===== src/rtl/pcr_pkg.sv =====
package pcr_pkg;
    localparam int NARR = 3;

    typedef struct packed {
        logic [NARR-1:0] en;
        logic [NARR-1:0] sts;
        logic            pend;
    } pcr_state_t;
endpackage


===== src/rtl/pcr_addr_dec.sv =====
module pcr_addr_dec #(
    parameter int HALF     = 5,
    parameter int SPR_ADDR = 1016
) (
    input  logic [2*HALF-1:0] enc,
    input  logic              acc,
    output logic              hit
);
    localparam int AW = 2 * HALF;
    localparam logic [AW-1:0] ADDR_V = AW'(SPR_ADDR);

    logic [AW-1:0] num;

    always_comb begin
        num = {enc[HALF-1:0], enc[AW-1:HALF]};
        hit = acc && (num == ADDR_V);
    end
endmodule


===== src/rtl/pcr_par_chk.sv =====
module pcr_par_chk #(
    parameter int DW = 8
) (
    input  logic          vld,
    input  logic [DW-1:0] data,
    input  logic          par,
    output logic          err
);
    always_comb begin
        err = vld & (^{data, par});
    end
endmodule


===== src/rtl/parity_ctl_reg.sv =====
module parity_ctl_reg
    import pcr_pkg::*;
#(
    parameter int DW       = 8,
    parameter int XLEN     = 32,
    parameter int HALF     = 5,
    parameter int SPR_ADDR = 1016,
    parameter int EN_MSB   = 10,
    parameter int STS_MSB  = 6
) (
    input  logic                 clk,
    input  logic                 rst_n,
    input  logic [NARR-1:0]      arr_rd_vld,
    input  logic [NARR*DW-1:0]   arr_rd_data,
    input  logic [NARR-1:0]      arr_rd_par,
    input  logic [2*HALF-1:0]    spr_enc,
    input  logic                 spr_wr,
    input  logic                 spr_rd,
    input  logic [XLEN-1:0]      spr_wdata,
    output logic [XLEN-1:0]      spr_rdata,
    input  logic                 msr_me,
    output logic                 mchk_req
);
    pcr_state_t st_d, st_q;
    logic       wr_hit, rd_hit;
    logic [NARR-1:0] err_v;
    logic [NARR-1:0] hit_err;

    pcr_addr_dec #(.HALF(HALF), .SPR_ADDR(SPR_ADDR)) u_wr_dec (
        .enc(spr_enc), .acc(spr_wr), .hit(wr_hit)
    );
    pcr_addr_dec #(.HALF(HALF), .SPR_ADDR(SPR_ADDR)) u_rd_dec (
        .enc(spr_enc), .acc(spr_rd), .hit(rd_hit)
    );

    for (genvar g = 0; g < NARR; g++) begin : g_chk
        pcr_par_chk #(.DW(DW)) u_chk (
            .vld (arr_rd_vld[g]),
            .data(arr_rd_data[g*DW +: DW]),
            .par (arr_rd_par[g]),
            .err (err_v[g])
        );
    end

    always_comb begin
        st_d    = st_q;
        hit_err = err_v & st_q.en;
        if (wr_hit) begin
            for (int k = 0; k < NARR; k++) begin
                st_d.en[k] = spr_wdata[EN_MSB-k];
            end
            st_d.sts = '0;
        end
        st_d.sts  = st_d.sts | hit_err;
        st_d.pend = st_q.pend | (|hit_err);
    end

    always_ff @(posedge clk) begin
        if (!rst_n) begin
            st_q <= '0;
        end else begin
            st_q <= st_d;
        end
    end

    always_comb begin
        spr_rdata = '0;
        if (rd_hit) begin
            for (int k = 0; k < NARR; k++) begin
                spr_rdata[EN_MSB-k]  = st_q.en[k];
                spr_rdata[STS_MSB-k] = st_q.sts[k];
            end
        end
        mchk_req = st_q.pend & msr_me;
    end

    // status bits are sticky while no write hits
    a_r6_sts_sticky: assert property (@(posedge clk) disable iff (!rst_n)
        !wr_hit |=> ((st_q.sts & $past(st_q.sts)) == $past(st_q.sts)));

    // a disabled array's status bit cannot change without a write
    a_r7_masked: assert property (@(posedge clk) disable iff (!rst_n)
        !wr_hit |=> ((st_q.sts & ~$past(st_q.en)) == ($past(st_q.sts) & ~$past(st_q.en))));

    // an error-free write leaves no status bit
    a_r8_wr_clear: assert property (@(posedge clk) disable iff (!rst_n)
        (wr_hit && (err_v == '0)) |=> (st_q.sts == '0));

    // an enabled error in a write cycle survives the clear
    a_r9_err_wins: assert property (@(posedge clk) disable iff (!rst_n)
        (wr_hit && ((err_v & st_q.en) != '0)) |=> (st_q.sts != '0));

    // pending machine check holds until reset
    a_r10_pend_hold: assert property (@(posedge clk) disable iff (!rst_n)
        st_q.pend |=> st_q.pend);

    // request leaves only with machine-check enable
    a_r10_me_gate: assert property (@(posedge clk) disable iff (!rst_n)
        mchk_req |-> msr_me);

    // a read that misses returns zero
    a_r2_rd_miss: assert property (@(posedge clk) disable iff (!rst_n)
        !rd_hit |-> (spr_rdata == '0));
endmodule


===== config.mk =====
export PLATFORM = sky130hd
export DESIGN_NAME = parity_ctl_reg
export DESIGN_NICKNAME = d
export VERILOG_FILES = /design/src/rtl/pcr_pkg.sv /design/src/rtl/pcr_addr_dec.sv /design/src/rtl/pcr_par_chk.sv /design/src/rtl/parity_ctl_reg.sv
export SDC_FILE = /design/constraint.sdc
export NUM_CORES = 1
export LEC_CHECK = 0
export ABC_AREA = 0
export BUFFER_PORTS_ARGS = -buffer_cell sky130_fd_sc_hd__buf_2
export CAP_MARGIN = 20
export CORE_UTILIZATION = 33
export CTS_CLUSTER_SIZE = 14
export DETAILED_ROUTE_END_ITERATION = 16
export PLACE_DENSITY = 0.85
export SETUP_SLACK_MARGIN = 0.02
export SYNTH_ARGS = -nofsm -noshare
export SYNTH_HDL_FRONTEND = slang
export SYNTH_SLANG_ARGS = --single-unit
export TNS_END_PERCENT = 10

===== constraint.sdc =====
create_clock -name clk -period 1.9 [get_ports clk]
set_input_delay 0.38 -clock clk [delete_from_list [all_inputs] [get_ports clk]]
set_output_delay 0.38 -clock clk [all_outputs]
set_load 0.1 [all_outputs]

Word level (Yosys, flattened, before mapping)
Cells that the tools add are included.
{ "word_totals": {"ramBits": 0, "memories": 0, "in_bits": 77, "latchBits": 0, "romBits": 0, "ff_bits": 7, "wordCells": 20} }
{ "classes": {"eq_ne": 1, "multipliers": 0, "n_div": 0, "shifts": 0, "add_sub_neg": 0, "order_cmp": 0, "reduce_logical": 6, "bitwise": 7, "n_mux": 3} }
{ "op_table": {"columns": ["cell", "n"], "rows": [
  ["9-bit parity", 3],
  ["10-bit equality test, second input constant", 1],
  ["3-bit two-way mux", 3],
  ["1-bit AND", 4],
  ["3-bit AND", 1],
  ["3-bit OR", 1],
  ["3-bit OR reduction", 1],
  ["1-bit logical AND", 2],
  ["1-bit OR", 1]
]} }

Depth between registers and ports, before layout
{ "logic_depth": {"ltp_word": 5, "mapped_depth": 4} }

Modules after synthesis
Synthesis repeated with hierarchy kept, for this count alone.
{ "unflattened": {"hier_cells": 95, "hier_area_um2": 848.3} }
{ "by_module_without_submodules": {"columns": ["mod", "cells_per_inst", "area_each_um2", "seq_area_each_um2", "instances"], "rows": [
  ["parity_ctl_reg", 60, 495.5, 140.1, 1],
  ["pcr_par_chk", 9, 95.1, 0.0, 3],
  ["pcr_addr_dec", 4, 33.8, 0.0, 2]
]} }

Worst setup path before layout
No wires, ideal clock.
{ "synth_timing": {"kind": "input-to-output", "startpoint": "in spr_enc[6]", "endpoint": "out spr_rdata[10]", "slack_ns": -0.270, "stages": 3, "t_arrival_ns": 1.790, "path_buffers": 0, "path_cell_list": "or2_4 > nor3_1 > and3_1"} }
{ "synth_between": {"elab_chain_len": 3} }
{ "synth_lines": {"columns": ["item", "line", "rtl"], "rows": [
  ["start, declared", "parity_ctl_reg.sv:16", "input logic [2*HALF-1:0] spr_enc,"],
  ["10-bit equality test", "pcr_addr_dec.sv:16", "hit = acc && (num == ADDR_V);"],
  ["1-bit logical AND", "pcr_addr_dec.sv:16", null],
  ["3-bit two-way mux", "parity_ctl_reg.sv:68", "if (rd_hit) begin"],
  ["end, declared", "parity_ctl_reg.sv:20", "output logic [XLEN-1:0] spr_rdata,"]
]} }
Every way passes these cells.

Worst setup path after layout
{ "layout_timing": {"startpoint": "in spr_enc[6]", "endpoint": "out spr_rdata[9]"} }
Same word-level chain as after synthesis.

==> key figures <==
Pwr
  • Pwr/cell area: 563 nW/um^2
  • Leakage: 0.622 nW
  • Worst IR Drop VDD: 0.397 mV

Placement
  • Dpl hpwl: 1530 um
  • Buffers on Ports: 54
  • DP Cell Count: 172
  • GP Congestion: 0.707

Clock tree
  • Total CTS buffers: 3
  • Setup bufs post-CTS: 0
  • CTS tree: done
  • Clk root buf: clkbuf_4
  • Maximum clock path buffer count: 2
  • Sink Count: 7
  • H-tree Lvls: 1
  • Clk Latency, worst-skew pair: 0.25 ns
  • CTS clk-pin slew, worst paths: roughly 0.05 ns

Finish
  • Most frequent cells in the layout: buf_2, conb_1, dfxtp_1
  • Leading registers by flop count: st_q (7)
  • Ant diodes: 0
  • Most common cell after layout, fill and taps aside: buf_2
  • Fraction of layout cells with a size suffix above 1: 0.459
  • Nets: 226
  • Post-route insts no fill: 176
  • Max reg flops: 7
  • Area of the multi-input gates: 573 um^2
  • Fin util: 0.510
  • Biggest register: st_q
  • Area grow syn2layout: 42.8%
  • Fill count: 221
  • Sequential cell area: 140 um^2

Hold path
  • Hold Path Depth: 3
  • Hold Crit Class: input pin to register

Route
  • DRC errors left: 0
  • DRT iter0 DRCs: 16
  • Avg WL per Cell: 9.79 um
  • Vias post-DR: 714
  • Final ANT Viol Nets: 0
  • Via/cell ratio: 4.06
  • Final WL: 1720 um
  • Drt pass-1 iters: 4

Floorplanning
  • DIE HEIGHT: slightly above 50 um
  • Core area: 2280 um^2
  • Initial Util: 0.357
  • Full die area: between 2000 and 3000 um^2
  • Die width: 51.6 um
  • # IOs: 110
  • Rows: 17

Critical path
  • Startpoint types: input pin
  • Crit path cell chain: buf_2, or2_4, nor3_2, buf_4, and3_2, buf_12
  • Worst r2r path cells: 4
  • Crit-path slowest cell: or2_4
  • CP Max Fanout: 6
  • R2R Setup Slk: slightly above 0.9 ns
  • WP data arrival: 1.45 ns
  • Critical Path RT: 1.52 ns
  • Max incr delay on CP: 0.26 ns
  • Worst Setup End Kind: output pin
  • Crit Path Class: input pin to output pin

Global route
  • First-pass GRT wire length: 2570 um
  • Total gr overflow: 0
  • GRT Util Overall: 0.130
  • Vias in the first global route: 629
  • Largest net degree at the start of global routing: 8
  • Initial antenna violation count: 0

Synthesis
  • Synth Warn #: 0
  • Sequential area share after synthesis: 0.172
  • Post-synthesis cell type count: 21
  • Mapped Area: 813 um^2
  • Synth Instances: 89
  • Avg Cell Area, Syn: 9.14 um^2
  • #FFs+latches synth: 7

STA
  • Clock Skews: 0.00288 ns
  • Final setup viols: 0
  • Min cycle time layout: 1.83 ns
  • RSZ-0062 raised after global routing: false
  • Setup TNS: 0 ns
  • Final worst path period share: 0.963
  • Fmax: 0.547 GHz
  • Hold Slack: roughly 0.37 ns
  • Max-slew violations: 0
  • Final hold vios: 0

Flow run
  • MaxCap Viol Count: 0

Status
  • Outcome: finished, final reports clean
==> worst max-delay path: cells and delay by family <==
family	cells	cell delay [ns]
and+or+nand+nor	3	0.65
buffers and inverters	3	0.43
==> power by group <==
part | switching, W | internal, W
combinational | 0.000269 | 0.000102
sequential | 0.0000000270 | 0.000147
clock | 0.0000546 | 0.0000801
==> layer usage <==
metal | track usage | wire length [um] | vias to the layer above
met3 | 0.0205 | 134 | 0
met4 | 0.0721 | 0 | 0
met2 | 0.253 | 1000 | 40
li1 | - | - | 361
met1 | 0.128 | 585 | 313
met5 | 0 | 0 | -
==> timing repair <==
item | in CTS | in global routing
hold buffers | 0 | 0
setup endpoints to repair | 0 | 2
gates resized for setup | 0 | 1
==> path summary, 6_finish.rpt <==
kind | startpoint | to
worst max register to register | st_q[4] | st_q[0]
worst min-delay path | spr_wdata[9] | st_q[5]
worst min register to register | st_q[3] | st_q[3]
worst max-delay path | spr_enc[6] | spr_rdata[9]
==> cells in the mapped netlist (all sizes together) <==
master | instances | area, um^2
a21oi | 3 | 15.0
a41oi | 1 | 8.76
and2 | 1 | 6.26
and3 | 6 | 37.5
buf | 26 | 195
conb | 1 | 3.75
dfxtp | 7 | 140
inv | 3 | 11.3
mux2i | 6 | 60.1
nand2 | 3 | 11.3
nand2b | 3 | 18.8
nand4 | 1 | 6.26
nand4b | 1 | 8.76
nor2 | 6 | 22.5
nor2b | 3 | 18.8
nor3 | 1 | 5.00
nor4 | 1 | 21.3
or2 | 1 | 8.76
xnor2 | 6 | 52.6
xnor3 | 6 | 135
xor2 | 3 | 26.3
==> stage by stage <==
| stage | setup WS (ns) | total power [W] | cell area (um^2) |
|---|---|---|---|
| 6_report | 0.0710 | 0.000653 | 1160 |
| 5_1_grt | 0.0476 | 0.000683 | 1160 |
| 4_1_cts | 0.0609 | 0.000658 | 1160 |
| 3_5_place_dp | 0.0693 | 0.000522 | 1130 |
| 3_3_place_gp | 0.0713 | 0.000515 | 1130 |
| 2_1_floorplan | 0.0140 | 0.000503 | 915 |
==> logic make-up (layout without fill, tap and decap cells) <==
family / Yosys count / count (layout) / synth area share
other: 1 / 26 / 0.00461
XOR/XNOR: 15 / 15 / 0.263
AND/OR/NAND/NOR: 27 / 27 / 0.203
flip-flops: 7 / 7 / 0.172
buffers and inverters: 29 / 63 / 0.254
AO/OA/AOI/OAI: 4 / 4 / 0.0292
multiplexers: 6 / 6 / 0.0738
==> final cells by class <==
class / count / area share
multi-input cells: 78 / 0.494
clock buffers: 4 / 0.0226
repair buffers: 56 / 0.323
inverters: 3 / 0.00970
well taps: 28 / 0.0302
flip-flops and latches: 7 / 0.121
Power figures use the tool's default switching activity.
